File: src/rtl/chan_sync_pkg.sv
package chan_sync_pkg;
  parameter int DATA_W = 16;
  parameter int ADDR_W = 3;
  localparam int FREQ_W = 2 * DATA_W;
  localparam int CFG_W  = 3;

  localparam logic [ADDR_W-1:0] A_TRIG  = 3'd0;
  localparam logic [ADDR_W-1:0] A_PCFG  = 3'd1;
  localparam logic [ADDR_W-1:0] A_PSEL  = 3'd2;
  localparam logic [ADDR_W-1:0] A_STHO  = 3'd3;
  localparam logic [ADDR_W-1:0] A_HPHO  = 3'd4;
  localparam logic [ADDR_W-1:0] A_FLO   = 3'd5;
  localparam logic [ADDR_W-1:0] A_FHI   = 3'd6;

  // action index: bit 0 start, bit 1 hop
  localparam int ACT_START = 0;
  localparam int ACT_HOP   = 1;
  localparam int N_ACT     = 2;
endpackage

File: src/rtl/sync_regs.sv
module sync_regs
  import chan_sync_pkg::*;
(
  input  logic              clk,
  input  logic              rst_n,
  input  logic              wr_en,
  input  logic [ADDR_W-1:0] wr_addr,
  input  logic [DATA_W-1:0] wr_data,
  input  logic [CFG_W-1:0]  glb_cfg,
  output logic [N_ACT-1:0]  soft_trig,
  output logic [N_ACT-1:0]  pin_en,
  output logic [N_ACT-1:0]  pin_sel,
  output logic              first_only,
  output logic              rearm,
  output logic [DATA_W-1:0] start_hold,
  output logic [DATA_W-1:0] hop_hold,
  output logic [FREQ_W-1:0] stg_freq
);
  logic [CFG_W-1:0]  cfg_q, cfg_nx;
  logic              own_q, own_nx;
  logic [N_ACT-1:0]  sel_q, sel_nx;
  logic [DATA_W-1:0] sth_q, sth_nx, hph_q, hph_nx, flo_q, flo_nx, fhi_q, fhi_nx;
  logic [CFG_W-1:0]  cfg_eff;

  always_comb begin
    cfg_nx = cfg_q;
    own_nx = own_q;
    sel_nx = sel_q;
    sth_nx = sth_q;
    hph_nx = hph_q;
    flo_nx = flo_q;
    fhi_nx = fhi_q;
    if (wr_en) begin
      case (wr_addr)
        A_PCFG: begin cfg_nx = wr_data[CFG_W-1:0]; own_nx = 1'b1; end
        A_PSEL: sel_nx = wr_data[N_ACT-1:0];
        A_STHO: sth_nx = wr_data;
        A_HPHO: hph_nx = wr_data;
        A_FLO:  flo_nx = wr_data;
        A_FHI:  fhi_nx = wr_data;
        default: ;
      endcase
    end
  end

  always_ff @(posedge clk or negedge rst_n) begin
    if (!rst_n) begin
      cfg_q <= '0;
      own_q <= 1'b0;
      sel_q <= '0;
      sth_q <= '0;
      hph_q <= '0;
      flo_q <= '0;
      fhi_q <= '0;
    end else begin
      cfg_q <= cfg_nx;
      own_q <= own_nx;
      sel_q <= sel_nx;
      sth_q <= sth_nx;
      hph_q <= hph_nx;
      flo_q <= flo_nx;
      fhi_q <= fhi_nx;
    end
  end

  always_comb begin
    cfg_eff    = own_q ? cfg_q : glb_cfg;
    pin_en     = cfg_eff[N_ACT-1:0];
    first_only = cfg_eff[N_ACT];
    pin_sel    = sel_q;
    rearm      = wr_en && (wr_addr == A_PCFG);
    soft_trig  = (wr_en && (wr_addr == A_TRIG)) ? wr_data[N_ACT-1:0] : '0;
    start_hold = sth_q;
    hop_hold   = hph_q;
    stg_freq   = {fhi_q, flo_q};
  end
endmodule

File: src/rtl/pin_sync_front.sv
module pin_sync_front
  import chan_sync_pkg::*;
(
  input  logic             clk,
  input  logic             rst_n,
  input  logic             pin,
  input  logic [N_ACT-1:0] en,
  input  logic [N_ACT-1:0] sel,
  input  logic             first_only,
  input  logic             rearm,
  output logic [N_ACT-1:0] trig
);
  logic s1_q, s2_q, s3_q;
  logic rise;

  always_ff @(posedge clk or negedge rst_n) begin
    if (!rst_n) begin
      s1_q <= 1'b0;
      s2_q <= 1'b0;
      s3_q <= 1'b0;
    end else begin
      s1_q <= pin;
      s2_q <= s1_q;
      s3_q <= s2_q;
    end
  end

  assign rise = s2_q & ~s3_q;

  for (genvar g = 0; g < N_ACT; g++) begin : g_act
    logic accept;
    logic done_q, done_nx;

    always_comb begin
      accept  = rise & en[g] & sel[g];
      trig[g] = accept & ~(first_only & done_q);
      done_nx = done_q;
      if (rearm)       done_nx = 1'b0;
      else if (accept) done_nx = 1'b1;
    end

    always_ff @(posedge clk or negedge rst_n) begin
      if (!rst_n) done_q <= 1'b0;
      else        done_q <= done_nx;
    end
  end
endmodule

File: src/rtl/holdoff_counter.sv
module holdoff_counter #(
  parameter int W = 16
) (
  input  logic         clk,
  input  logic         rst_n,
  input  logic         trig,
  input  logic [W-1:0] load_val,
  output logic         expire,
  output logic [W-1:0] count
);
  logic [W-1:0] cnt_nx;

  always_comb begin
    cnt_nx = count;
    if (trig && (load_val != '0)) cnt_nx = load_val;
    else if (count != '0)         cnt_nx = count - 1'b1;
    expire = (count == W'(1));
  end

  always_ff @(posedge clk or negedge rst_n) begin
    if (!rst_n) count <= '0;
    else        count <= cnt_nx;
  end
endmodule

File: src/rtl/chan_sync_ctrl.sv
module chan_sync_ctrl
  import chan_sync_pkg::*;
(
  input  logic              clk,
  input  logic              rst_n,
  input  logic              wr_en,
  input  logic [ADDR_W-1:0] wr_addr,
  input  logic [DATA_W-1:0] wr_data,
  input  logic              sync_pin,
  input  logic [CFG_W-1:0]  glb_pin_cfg,
  output logic              start_pulse,
  output logic              sleep,
  output logic [FREQ_W-1:0] freq_word,
  output logic              freq_upd
);
  logic [N_ACT-1:0]  soft_trig, pin_en, pin_sel, pin_trig, any_trig;
  logic              first_only, rearm;
  logic [DATA_W-1:0] start_hold, hop_hold, start_cnt, hop_cnt;
  logic [FREQ_W-1:0] stg_freq;
  logic              start_exp, hop_exp;
  logic              sleep_nx, start_nx, upd_nx;
  logic [FREQ_W-1:0] freq_nx;

  sync_regs u_regs (
    .clk(clk), .rst_n(rst_n), .wr_en(wr_en), .wr_addr(wr_addr), .wr_data(wr_data),
    .glb_cfg(glb_pin_cfg), .soft_trig(soft_trig), .pin_en(pin_en), .pin_sel(pin_sel),
    .first_only(first_only), .rearm(rearm), .start_hold(start_hold),
    .hop_hold(hop_hold), .stg_freq(stg_freq)
  );

  pin_sync_front u_pin (
    .clk(clk), .rst_n(rst_n), .pin(sync_pin), .en(pin_en), .sel(pin_sel),
    .first_only(first_only), .rearm(rearm), .trig(pin_trig)
  );

  assign any_trig = soft_trig | pin_trig;

  holdoff_counter #(.W(DATA_W)) u_start_cnt (
    .clk(clk), .rst_n(rst_n), .trig(any_trig[ACT_START]), .load_val(start_hold),
    .expire(start_exp), .count(start_cnt)
  );

  holdoff_counter #(.W(DATA_W)) u_hop_cnt (
    .clk(clk), .rst_n(rst_n), .trig(any_trig[ACT_HOP]), .load_val(hop_hold),
    .expire(hop_exp), .count(hop_cnt)
  );

  always_comb begin
    start_nx = start_exp;
    sleep_nx = start_exp ? 1'b0 : sleep;
    upd_nx   = hop_exp;
    freq_nx  = hop_exp ? stg_freq : freq_word;
  end

  always_ff @(posedge clk or negedge rst_n) begin
    if (!rst_n) begin
      start_pulse <= 1'b0;
      sleep       <= 1'b1;
      freq_upd    <= 1'b0;
      freq_word   <= '0;
    end else begin
      start_pulse <= start_nx;
      sleep       <= sleep_nx;
      freq_upd    <= upd_nx;
      freq_word   <= freq_nx;
    end
  end
endmodule

File: config.mk
export PLATFORM = sky130hd
export DESIGN_NAME = chan_sync_ctrl
export DESIGN_NICKNAME = d
export VERILOG_FILES = /design/src/rtl/chan_sync_pkg.sv /design/src/rtl/sync_regs.sv /design/src/rtl/pin_sync_front.sv /design/src/rtl/holdoff_counter.sv /design/src/rtl/chan_sync_ctrl.sv
export SDC_FILE = /design/constraint.sdc
export NUM_CORES = 1
export LEC_CHECK = 0
export BUFFER_PORTS_ARGS = -buffer_cell sky130_fd_sc_hd__buf_2
export CAP_MARGIN = 20
export CORE_MARGIN = 2
export CORE_UTILIZATION = 50
export CTS_BUF_LIST = sky130_fd_sc_hd__clkbuf_4
export CTS_CLUSTER_DIAMETER = 60
export DETAILED_ROUTE_END_ITERATION = 12
export HOLD_SLACK_MARGIN = 0.1
export PLACE_DENSITY_LB_ADDON = 0.08
export SLEW_MARGIN = 0
export SYNTH_ARGS = -nofsm -noshare
export SYNTH_HDL_FRONTEND = slang
export SYNTH_SLANG_ARGS = --single-unit
File: constraint.sdc
create_clock -name clk -period 4.59 [get_ports clk]
set_clock_uncertainty 0.2 [all_clocks]
set_input_delay 0.2295 -clock clk [delete_from_list [all_inputs] [get_ports clk]]
set_output_delay 0.2295 -clock clk [all_outputs]
set_load 0.03 [all_outputs]
==> flow_summary.yaml <==
status:
  status: "complete, no violations"
synthesis:
  ys_ff_latch: 142
  synth_cell_type_count: 47
  netlist_instances: 468
  avgSynthCellArea_sq_um: 13.48
  syn-cell-area_sq_um: 6307
  synth_seq_area_share_pct: 56.36
  ys.flop_type: "dfrtp_1"
  synth-edff-count: 0
  synth_warnings: 0
  syn-num-nets: 498
  ys_async_sr_fraction_pct: 100.0
placement:
  dpl.hpwl_microns: 8727
  dp.cells: 679
  port_buffers: 60
  place_congestion: 0.8128
detailed_routing:
  wirelength_microns: 13040
  drt-wirelength-per-cell_microns: 17.67
  vias: 4146
  wl_met3_microns: 704
  first_pass_iters: 4
  routed_via_density: 5.618
  met1Wirelength_microns: 6041
  routed.top_layer: "met4"
  wl_met2_microns: 6120
  drtIter0Drc: 241
  ant_nets: 0
  drc: 0
critical_path:
  ff2ff_setup_slack_ns: 1.91
  crit_type: "reg -> reg"
  critPathArrivalTime_ns: 2.90
  path_cells: "inv_1 -> ha_1 -> or3b_2 -> nor4_4 -> o21ai_0 -> mux2_2"
  crit_slowest_cell: "or3b_2"
  cp_num_buf_inv: 1
  crit_path_end_kind: "flop"
  cp.required_ns: 4.81
  critPathTopFamily: "simple AND/OR/NAND/NOR gates"
  slowest_delay_ns: 0.58
  cp_max_fo: 12
  worstSetupStartpointType: "flop"
sta:
  finalSetupViolations: 0
  final.setup.tns_ns: 0
  fmax_ghz: 0.3729
  rsz0062_at_grt: "no"
  fin_crit_ns: 2.682
  slew_viol_final: 0
  maxSlewHeadroom_pct: 29.90
  period_share_pct: 58.43
  tightest_slew_ns: 1.052
  hold_viol_final: 0
die:
  die_h_microns: 116.3
  rows: 41
  die_x_microns: 116.3
  core_sq_um: 12470
  start_util_pct: 50.60
  io_pins: 61
  die_area_sq_um: 13530
cells_and_area:
  finalNonFillerCells: 738
  area_growth_pct: 14.56
  drive_gt1_share_pct: 40.53
  filler_cell_count: 1037
  seqCellArea_sq_um: 3555
  multiInputGateArea_sq_um: 2603
  final_util_pct: 57.96
  final_nets: 582
cts:
  post_cts_resized: 0
  clk_latency_ns: 0.53
  cts_buffer_depth: 2
  cts_made_buffers: 17
  cts.clk_slew.worst_paths_ns: 0.11
  cts_tree: "built"
  cts_max_level: 4
  cts-root-buf: "clkbuf_4"
  postCtsSetupBuffers: 0
  clkSinkCount: 142
pwr:
  leakage_nw: 3.309
  ir_drop_v: 0.0002529
  power_mw: 3.299
  power_density_nw_per_um2: 456.6
global_route:
  grt_max_degree: 113
  grt.total_usage_pct: 21.23
  grt_pass1_vias: 4033
  grt_pass1_wl_microns: 21470
  antenna_found_initial: 1
  grt-ovfl-total: 0
worst_hold_path:
  hold_path_class: "in -> async"
job:
  drv_cap: 0
-- cells in the final DEF (no fill, tap or decap), drive strengths merged, types with 8 or more instances in the layout --
cell type,count
buf,64
nor2,15
dfrtp,141
xnor2,8
dlygate4sd3,25
inv,12
clkbuf,18
o31ai,13
nor4,17
mux2,130
or4,14
o21ai,17
-- path summary, 6_finish.rpt --
check | startpoint | end | cells after the start
worst max-delay path | u_start_cnt.count[1] | u_start_cnt.count[3] | 6
worst min register to register | u_pin.s1_q | u_pin.s2_q | 0
max in group asynchronous | rst_n | freq_word[3] | 3
worst max register to register | u_start_cnt.count[1] | u_start_cnt.count[3] | 6
min in group clk | u_pin.s1_q | u_pin.s2_q | 0
worst min-delay path | rst_n | u_start_cnt.count[11] | 2
-- metal layers --
layer  track usage [%]  up-vias
met3             6.383       17
met1             29.41     2113
li1                  -     1923
met5                 0        -
met4             7.143        0
met2             32.21       93
-- report_power, final --
group	switching, mW	total (mW)	internal [mW]
clock network	0.454	0.672	0.219
registers	0.279	1.82	1.54
logic	0.376	0.810	0.434
total	1.11	3.30	2.19
-- per-stage QoR --
step	setup slack (ns)	instance area [sq um]	hold WS, ns
6_report	1.908	7226	0.1538
5_1_grt	1.686	7226	0.1621
4_1_cts	1.889	7216	0.1286
3_5_place_dp	1.907	6735	0.1362
3_3_place_gp	2.041	6735	0.1353
2_1_floorplan	2.165	6307	-0.2661
-- synthesized netlist by cell type (all sizes together) (5+ instances only) --
cell,count,area [sq um]
dfrtp,141,3528
mux2,130,1468
nor4,17,142.6
o21ai,17,85.08
nor2,15,56.30
or4,14,108.9
clkbuf,13,48.80
o31ai,13,97.59
buf,11,67.56
inv,9,33.78
xnor2,8,70.07
nor3,7,35.03
or3,7,43.79
mux2i,6,60.06
nand2,6,22.52
nand4,6,43.79
a21oi,5,25.02
-- flip-flops by register name (all words and copies together), names as in the netlist --
signal              flops
u_pin.s3_q              1
u_regs.pin_sel          2
freq_word              32
u_regs.own_q            1
start_pulse             1
u_regs.hop_hold        16
sleep                   1
u_regs.fhi_q           16
u_pin.s1_q              1
u_pin.g_act.done_q      2
u_regs.start_hold      16
u_regs.flo_q           16
u_start_cnt.count      16
u_regs.cfg_q            3
freq_upd                1
u_hop_cnt.count        16
u_pin.s2_q              1
-- repair_timing --
item,in CTS,in global routing
hold buffers,25,0
endpoints found under the hold margin,184,0
endpoints found under the setup margin,0,0
-- cell type report --
type	count	area share (%)
Timing Repair Buffer	89	8.121
Inverter	9	0.4675
Clock inverter	14	1.316
Antenna cell	1	0.03463
Tap cell	172	2.978
Multi-Input combinational cell	293	36.02
Sequential cell	142	49.19
Clock buffer	18	1.870
-- logic make-up (layout without fill, tap and decap cells) --
family | count (synthesis) | count (layout) | share of synthesized area, %
flops | 142 | 142 | 56.36
mux | 136 | 136 | 24.22
simple gates | 93 | 93 | 9.581
compound gates | 52 | 52 | 5.554
buf+inv | 33 | 130 | 2.380
xor+xnor | 8 | 8 | 1.111
fa+ha+maj | 4 | 4 | 0.7935
other cells | 0 | 1 | 0
(Power assumes the default switching activity.)
